**src/rtl/mbx_pkg.sv**
```systemverilog
package mbx_pkg;

    // Decoded view of one port's control pins for a single clock
    typedef struct packed {
        logic wr;     // selected and write strobe active
        logic rd;     // selected and output enable active
        logic free;   // not blocked by the arbiter
    } port_cmd_t;

    function automatic port_cmd_t decode_cmd(input logic ce_n, input logic oe_n,
                                             input logic we_n, input logic busy_n);
        port_cmd_t c;
        c.wr   = !ce_n && !we_n;
        c.rd   = !ce_n && !oe_n;
        c.free = busy_n;
        return c;
    endfunction

    // Mailbox words are the two highest addresses of the array
    function automatic int unsigned mbx_left_word(input int unsigned aw);
        return (32'd1 << aw) - 32'd2;
    endfunction

    function automatic int unsigned mbx_right_word(input int unsigned aw);
        return (32'd1 << aw) - 32'd1;
    endfunction

endpackage

```
**src/rtl/mbx_port_decode.sv**
```systemverilog
module mbx_port_decode
    import mbx_pkg::*;
#(
    parameter int unsigned ADDR_W    = 13,
    parameter int unsigned OWN_WORD  = 8190,
    parameter int unsigned PEER_WORD = 8191
) (
    input  logic              ce_n,
    input  logic              oe_n,
    input  logic              we_n,
    input  logic              busy_n,
    input  logic [ADDR_W-1:0] addr,
    output logic              set_peer,
    output logic              clr_own
);
    localparam logic [ADDR_W-1:0] OWN_A  = ADDR_W'(OWN_WORD);
    localparam logic [ADDR_W-1:0] PEER_A = ADDR_W'(PEER_WORD);

    port_cmd_t cmd;

    always_comb begin
        cmd      = decode_cmd(ce_n, oe_n, we_n, busy_n);
        set_peer = cmd.free && cmd.wr && (addr == PEER_A);
        clr_own  = cmd.free && cmd.rd && (addr == OWN_A);
    end
endmodule

```
**src/rtl/mbx_flag.sv**
```systemverilog
module mbx_flag (
    input  logic clk,
    input  logic rst,
    input  logic set,
    input  logic clr,
    output logic flag_n
);
    logic active;

    always_ff @(posedge clk) begin
        if (rst)
            active <= 1'b0;
        else if (set)
            active <= 1'b1;   // set has priority over clear
        else if (clr)
            active <= 1'b0;
    end

    assign flag_n = ~active;
endmodule

```
**src/rtl/mailbox_irq_ctrl.sv**
```systemverilog
module mailbox_irq_ctrl
    import mbx_pkg::*;
#(
    parameter int unsigned ADDR_W = 13,
    parameter bit          IRQ_EN = 1'b1
) (
    input  logic              clk,
    input  logic              rst,
    input  logic              l_ce_n,
    input  logic              l_oe_n,
    input  logic              l_we_n,
    input  logic              l_busy_n,
    input  logic [ADDR_W-1:0] l_addr,
    input  logic              r_ce_n,
    input  logic              r_oe_n,
    input  logic              r_we_n,
    input  logic              r_busy_n,
    input  logic [ADDR_W-1:0] r_addr,
    output logic              l_int_n,
    output logic              r_int_n
);
    localparam int unsigned L_WORD = mbx_left_word(ADDR_W);
    localparam int unsigned R_WORD = mbx_right_word(ADDR_W);

    logic l_sets_r, l_clrs_l;
    logic r_sets_l, r_clrs_r;

    mbx_port_decode #(
        .ADDR_W(ADDR_W), .OWN_WORD(L_WORD), .PEER_WORD(R_WORD)
    ) u_dec_l (
        .ce_n(l_ce_n), .oe_n(l_oe_n), .we_n(l_we_n), .busy_n(l_busy_n),
        .addr(l_addr), .set_peer(l_sets_r), .clr_own(l_clrs_l)
    );

    mbx_port_decode #(
        .ADDR_W(ADDR_W), .OWN_WORD(R_WORD), .PEER_WORD(L_WORD)
    ) u_dec_r (
        .ce_n(r_ce_n), .oe_n(r_oe_n), .we_n(r_we_n), .busy_n(r_busy_n),
        .addr(r_addr), .set_peer(r_sets_l), .clr_own(r_clrs_r)
    );

    generate
        if (IRQ_EN) begin : g_irq
            mbx_flag u_flag_l (
                .clk(clk), .rst(rst), .set(r_sets_l), .clr(l_clrs_l), .flag_n(l_int_n)
            );
            mbx_flag u_flag_r (
                .clk(clk), .rst(rst), .set(l_sets_r), .clr(r_clrs_r), .flag_n(r_int_n)
            );
        end else begin : g_no_irq
            assign l_int_n = 1'b1;
            assign r_int_n = 1'b1;
        end
    endgenerate
endmodule

```
**config.mk**
```make
export PLATFORM = sky130hd
export DESIGN_NAME = mailbox_irq_ctrl
export DESIGN_NICKNAME = d
export VERILOG_FILES = /design/src/rtl/mbx_pkg.sv /design/src/rtl/mbx_port_decode.sv /design/src/rtl/mbx_flag.sv /design/src/rtl/mailbox_irq_ctrl.sv
export SDC_FILE = /design/constraint.sdc
export NUM_CORES = 1
export LEC_CHECK = 0
export CAP_MARGIN = 30
export CORE_AREA = 2 2 39 41
export CTS_CLUSTER_DIAMETER = 50
export DETAILED_ROUTE_END_ITERATION = 8
export DIE_AREA = 0 0 41 43
export GPL_ROUTABILITY_DRIVEN = 0
export HOLD_SLACK_MARGIN = 0.03
export PLACE_DENSITY = 0.7
export SLEW_MARGIN = 20
export SYNTH_ARGS = -nofsm -noshare
export SYNTH_HDL_FRONTEND = slang
export SYNTH_SLANG_ARGS = --single-unit
```
**constraint.sdc**
```tcl
create_clock -name clk -period 2.4 [get_ports clk]
set_clock_uncertainty 0.15 [all_clocks]
set_input_delay 0.24 -clock clk [delete_from_list [all_inputs] [get_ports clk]]
set_output_delay 0.24 -clock clk [all_outputs]
set_load 0.02 [all_outputs]
```
# --- After elaboration in Yosys (flattened, before gate mapping) ---
# Index checks and enable logic that the tools add are counted.
totals:
  output_inout_bits: 2
  ff_bits: 2
  wordCells: 32
  in_bits: 36
classes:
  n_bitwise: 2
  reduce_logical: 20
  n_eq_ne: 4
  muxes: 4
ops:
  columns: ["operator", "count"]
  rows:
  - ["$eq 13x13->1 const B", 4]
  - ["$logic_and 1x1->1", 12]
  - ["$logic_not 1->1", 6]
  - ["$mux 1", 4]
  - ["$reduce_bool 2->1", 2]
  - ["$not 1->1", 2]

# --- Logic depth before layout (Yosys ltp) ---
depth:
  word_depth: 6
  ltp_mapped: 4
  depth_no_buf: 4

# --- Cells and area by module ---
# A second synthesis with hierarchy kept.
unflattened:
  hier_cells: 24
  hier_area_um2: 192.7
modules_own_cells:
  columns: ["mod", "area_each_um2", "cells_per_inst", "seq_area_each_um2", "instances"]
  rows:
  - ["mbx_port_decode", 53.8, 7, 0.0, 2]
  - ["mbx_flag", 42.5, 5, 20.0, 2]

# --- Worst setup path before layout ---
# OpenSTA, ideal clock, no wires.
synth_timing:
  path_type: "input to register"
  from: "input r_ce_n"
  to: "register g_irq.u_flag_r.active"
  arrival_ns: 0.895
  setup_time_ns: 0.125
  cell_stages: 4
  slack_ns: 1.230
  path_buffers: 0
  t_required_ns: 2.125
  path_cell_list: "nand4b_1 -> nor4_2 -> and3b_1 -> o31ai_1"
synth_via:
  elab_chain_len: 5
synth_lines:
  columns: ["element", "line", "rtl"]
  rows:
  - ["from (decl)", "mailbox_irq_ctrl.sv:14", "input logic r_ce_n,"]
  - ["$logic_not 1->1", "mbx_pkg.sv:14", "c.rd = !ce_n && !oe_n;"]
  - ["$logic_and 1x1->1", "mbx_pkg.sv:14", null]
  - ["$logic_and 1x1->1 (2 in a row)", "mbx_port_decode.sv:24", "clr_own = cmd.free && cmd.rd && (addr == OWN_A);"]
  - ["$reduce_bool 2->1 (no line)", null, null]
  - ["to (signal assigned)", "mbx_flag.sv:12", "active <= 1'b0;"]
  - ["to (signal assigned)", "mbx_flag.sv:14", "active <= 1'b1;"]
  - ["to (signal assigned)", "mbx_flag.sv:16", "active <= 1'b0;"]
  - ["to (decl)", "mbx_flag.sv:8", "logic active;"]
# Every way passes these cells.
# A chain may end at the register's enable or synchronous reset.

# --- Worst setup path after layout ---
layout_timing:
  from: "register g_irq.u_flag_r.active"
  to: "output r_int_n"
layout_via:
  elab_chain_len: 1
layout_lines:
  columns: ["element", "line", "rtl"]
  rows:
  - ["$not 1->1", "mbx_flag.sv:19", "assign flag_n = ~active;"]
  - ["to (decl)", "mailbox_irq_ctrl.sv:20", "output logic r_int_n"]
# Every way passes these cells.

==> impl_metrics.tcl <==
set metrics [dict create \
    run_status "complete, no violations" \
    drtAntennaViolNets 0 \
    synth.cell_area_um2 165 \
    fillerInstances 154 \
    synthesized_flop_and_latch_total 2 \
    grt_antenna_before_repair 0 \
    setup.worst_path.end_class "primary output" \
    clock_sink_count 2 \
    number_of_cts_inserted_buffers 3 \
    reg2reg_depth 3 \
    final_period_minus_worst_setup_slack_ns 1.57 \
    floorplan.initialDensity_pct 11.9 \
    multi_input_area_um2 118 \
    total_power_uw 170 \
    worst-setup-path-type "reg2out" \
    globalRouteMet3Util_pct 8.90 \
    grt_start_max_net_pins 4 \
    globalRouteMet1Util_pct 8.95 \
    max_cap_viol_count 0 \
    cts_tree "done" \
    final_net_count 101 \
    synth_fp_nets 59 \
    timing_worst_slew_pin_value_ns 0.351 \
    routed_wire_length_per_instance_um 10.3 \
    layout-drive-gt1-share_pct 6.35 \
    slew_viols_final 0 \
    synth_seq_area_share_pct 24.2 \
    die_width_um 41 \
    grt_pass1_vias 368 \
    top_usage_layer "met2" \
    detail_route.drc_violations 0 \
    grt_remaining_overflow 0 \
    insertedDiodeCount 0 \
    unrepaired_setup_endpoints_after_global_routing "false" \
    clock_insertion_delay_worst_skew_ns 0.22 \
    synth.lib_cells_used.distinct 13 \
    cp.required_ns 2.01 \
    ys.warnings.count 0 \
    whs_path_depth 2 \
    grtUsageMet2_pct 17.5 \
    timing.final.hold_violations 0 \
    synth_area_per_cell_um2 7.18 \
    routed-via-count 348 \
    placementRows 14 \
    htreeDepth 1 \
    drt-total-wl_um 813 \
    total_leakage_power_uw 0.000206 \
    crit_path_start_kind "flop" \
    holdBufCountCts 0 \
    drt_pass1_iterations 2 \
    worst_vdd_rail_ir_drop_uv 158 \
    io_buffer_count 37 \
    postSynthCellCount 23 \
    postcts_resize_cnt 0 \
    cts_post_setup_buffers_inserted 0 \
    clk_path_buf_depth 2 \
    die_h_um 43 \
    final-setup-viol-count 0 \
    avgViaCountPerCell 4.41 \
    timing.slew.headroom_pct 76.4 \
    floorplan.io_pins 38 \
    arrival_ns 1.18 \
    final_min_period_over_clock_period_pct 65.5 \
    seq_area_um2 40.0 \
    worstHoldPathType "reg2reg" \
    fmaxAchievable_mhz 636 \
    area.growth.synth_to_final_pct 250 \
    dpl.hpwl_um 728 \
    cts.clk_slew.worst_paths_ns 0.03 \
    fp.dieArea_um2 1760 \
    timing.critical_path.fanout_max 2 \
    fin_tns_setup_ns 0 \
    fp.coreArea_um2 1380 \
    grt_use_total_pct 11.0 \
    grt_pass1_wl_mm 1.24 \
    detailedRoute.firstIterationViolations 1 \
    clock_tree.root_cell "sky130_fd_sc_hd__clkbuf_4" \
    cellPowerDensity_nw_per_um2 294 \
]
==> worst paths after layout <==
check	startpoint	to	slack, ns
setup reg to reg	g_irq.u_flag_l.active	g_irq.u_flag_l.active	1.61
hold / removal	g_irq.u_flag_r.active	g_irq.u_flag_r.active	0.32
hold reg to reg	g_irq.u_flag_r.active	g_irq.u_flag_r.active	0.32
setup / recovery	g_irq.u_flag_r.active	r_int_n	0.83
==> Yosys cell counts <==
library cell,number,share of area (%)
sky130_fd_sc_hd__dfxtp_1,2,24
sky130_fd_sc_hd__o31ai_1,1,4.5
sky130_fd_sc_hd__nor2_1,3,6.8
sky130_fd_sc_hd__nand2_1,3,6.8
sky130_fd_sc_hd__nand4_1,4,15
sky130_fd_sc_hd__and3b_1,1,5.3
sky130_fd_sc_hd__nor4_1,1,3.8
sky130_fd_sc_hd__a21oi_1,1,3.0
sky130_fd_sc_hd__a21o_1,1,4.5
sky130_fd_sc_hd__nand4b_1,2,11
sky130_fd_sc_hd__nand3_1,1,3.0
sky130_fd_sc_hd__inv_1,2,4.5
sky130_fd_sc_hd__nor4_2,1,7.6
==> area by class of cell <==
cell class	instances	share of cell area, %
multi-input cells	19	20.3
inverters	2	1.30
flip-flops and latches	2	6.93
clock buffers	3	3.90
well taps	16	3.46
repair buffers	37	64.1
==> critical path, cell delays in order (launching register included) <==
cell	delay, ns
sky130_fd_sc_hd__dfxtp_1	0.29
sky130_fd_sc_hd__inv_1	0.07
sky130_fd_sc_hd__clkdlybuf4s50_1	0.61
==> state kept, by name, summed over array words and instances, names as in the netlist <==
| name | count |
|---|---|
| g_irq.u_flag_l.active | 1 |
| g_irq.u_flag_r.active | 1 |
==> per-stage QoR <==
step	hold WS [ns]	util, %	worst slack [ns]	cell area [µm²]	cells
floorplan	0.159	-	1.23	165	23
global placement	0.314	40.1	0.745	556	76
detailed placement	0.319	40.1	0.724	556	76
CTS	0.328	41.8	0.811	578	79
global route	0.369	41.8	0.755	578	79
finish	0.325	41.8	0.827	578	79
==> cell families (layout without fill, tap and decap cells) <==
group / count (synthesis) / in the layout / share of synthesized area [%]
AND/OR/NAND/NOR: 16 / 16 / 59.1
AO/OA/AOI/OAI: 3 / 3 / 12.1
flip-flops: 2 / 2 / 24.2
buffers and inverters: 2 / 42 / 4.55
==> report_power, final <==
part	internal (µW)	switching, µW
clock	55.2	19.3
sequential	33.5	0.000235
combinational	51.8	10.3
total	140	29.6
==> cell usage in the layout (no fill, tap or decap) <==
master / count
sky130_fd_sc_hd__a21oi_1: 1
sky130_fd_sc_hd__nand2_1: 3
sky130_fd_sc_hd__clkbuf_4: 3
sky130_fd_sc_hd__a21o_1: 1
sky130_fd_sc_hd__nand4_1: 4
sky130_fd_sc_hd__dfxtp_1: 2
sky130_fd_sc_hd__nand3_1: 1
sky130_fd_sc_hd__nor2_1: 3
sky130_fd_sc_hd__nand4b_1: 2
sky130_fd_sc_hd__nor4_2: 1
sky130_fd_sc_hd__clkdlybuf4s50_1: 37
sky130_fd_sc_hd__o31ai_1: 1
sky130_fd_sc_hd__inv_1: 2
sky130_fd_sc_hd__and3b_1: 1
sky130_fd_sc_hd__nor4_1: 1
==> routing by layer <==
metal  routed length (µm)  share of wire [%]
met1                  228                 28
met2                  354                 44
met3                  230                 28
met4                    0                  0
met5                    0                  0
Note: power is estimated with default switching activity, not from simulation.
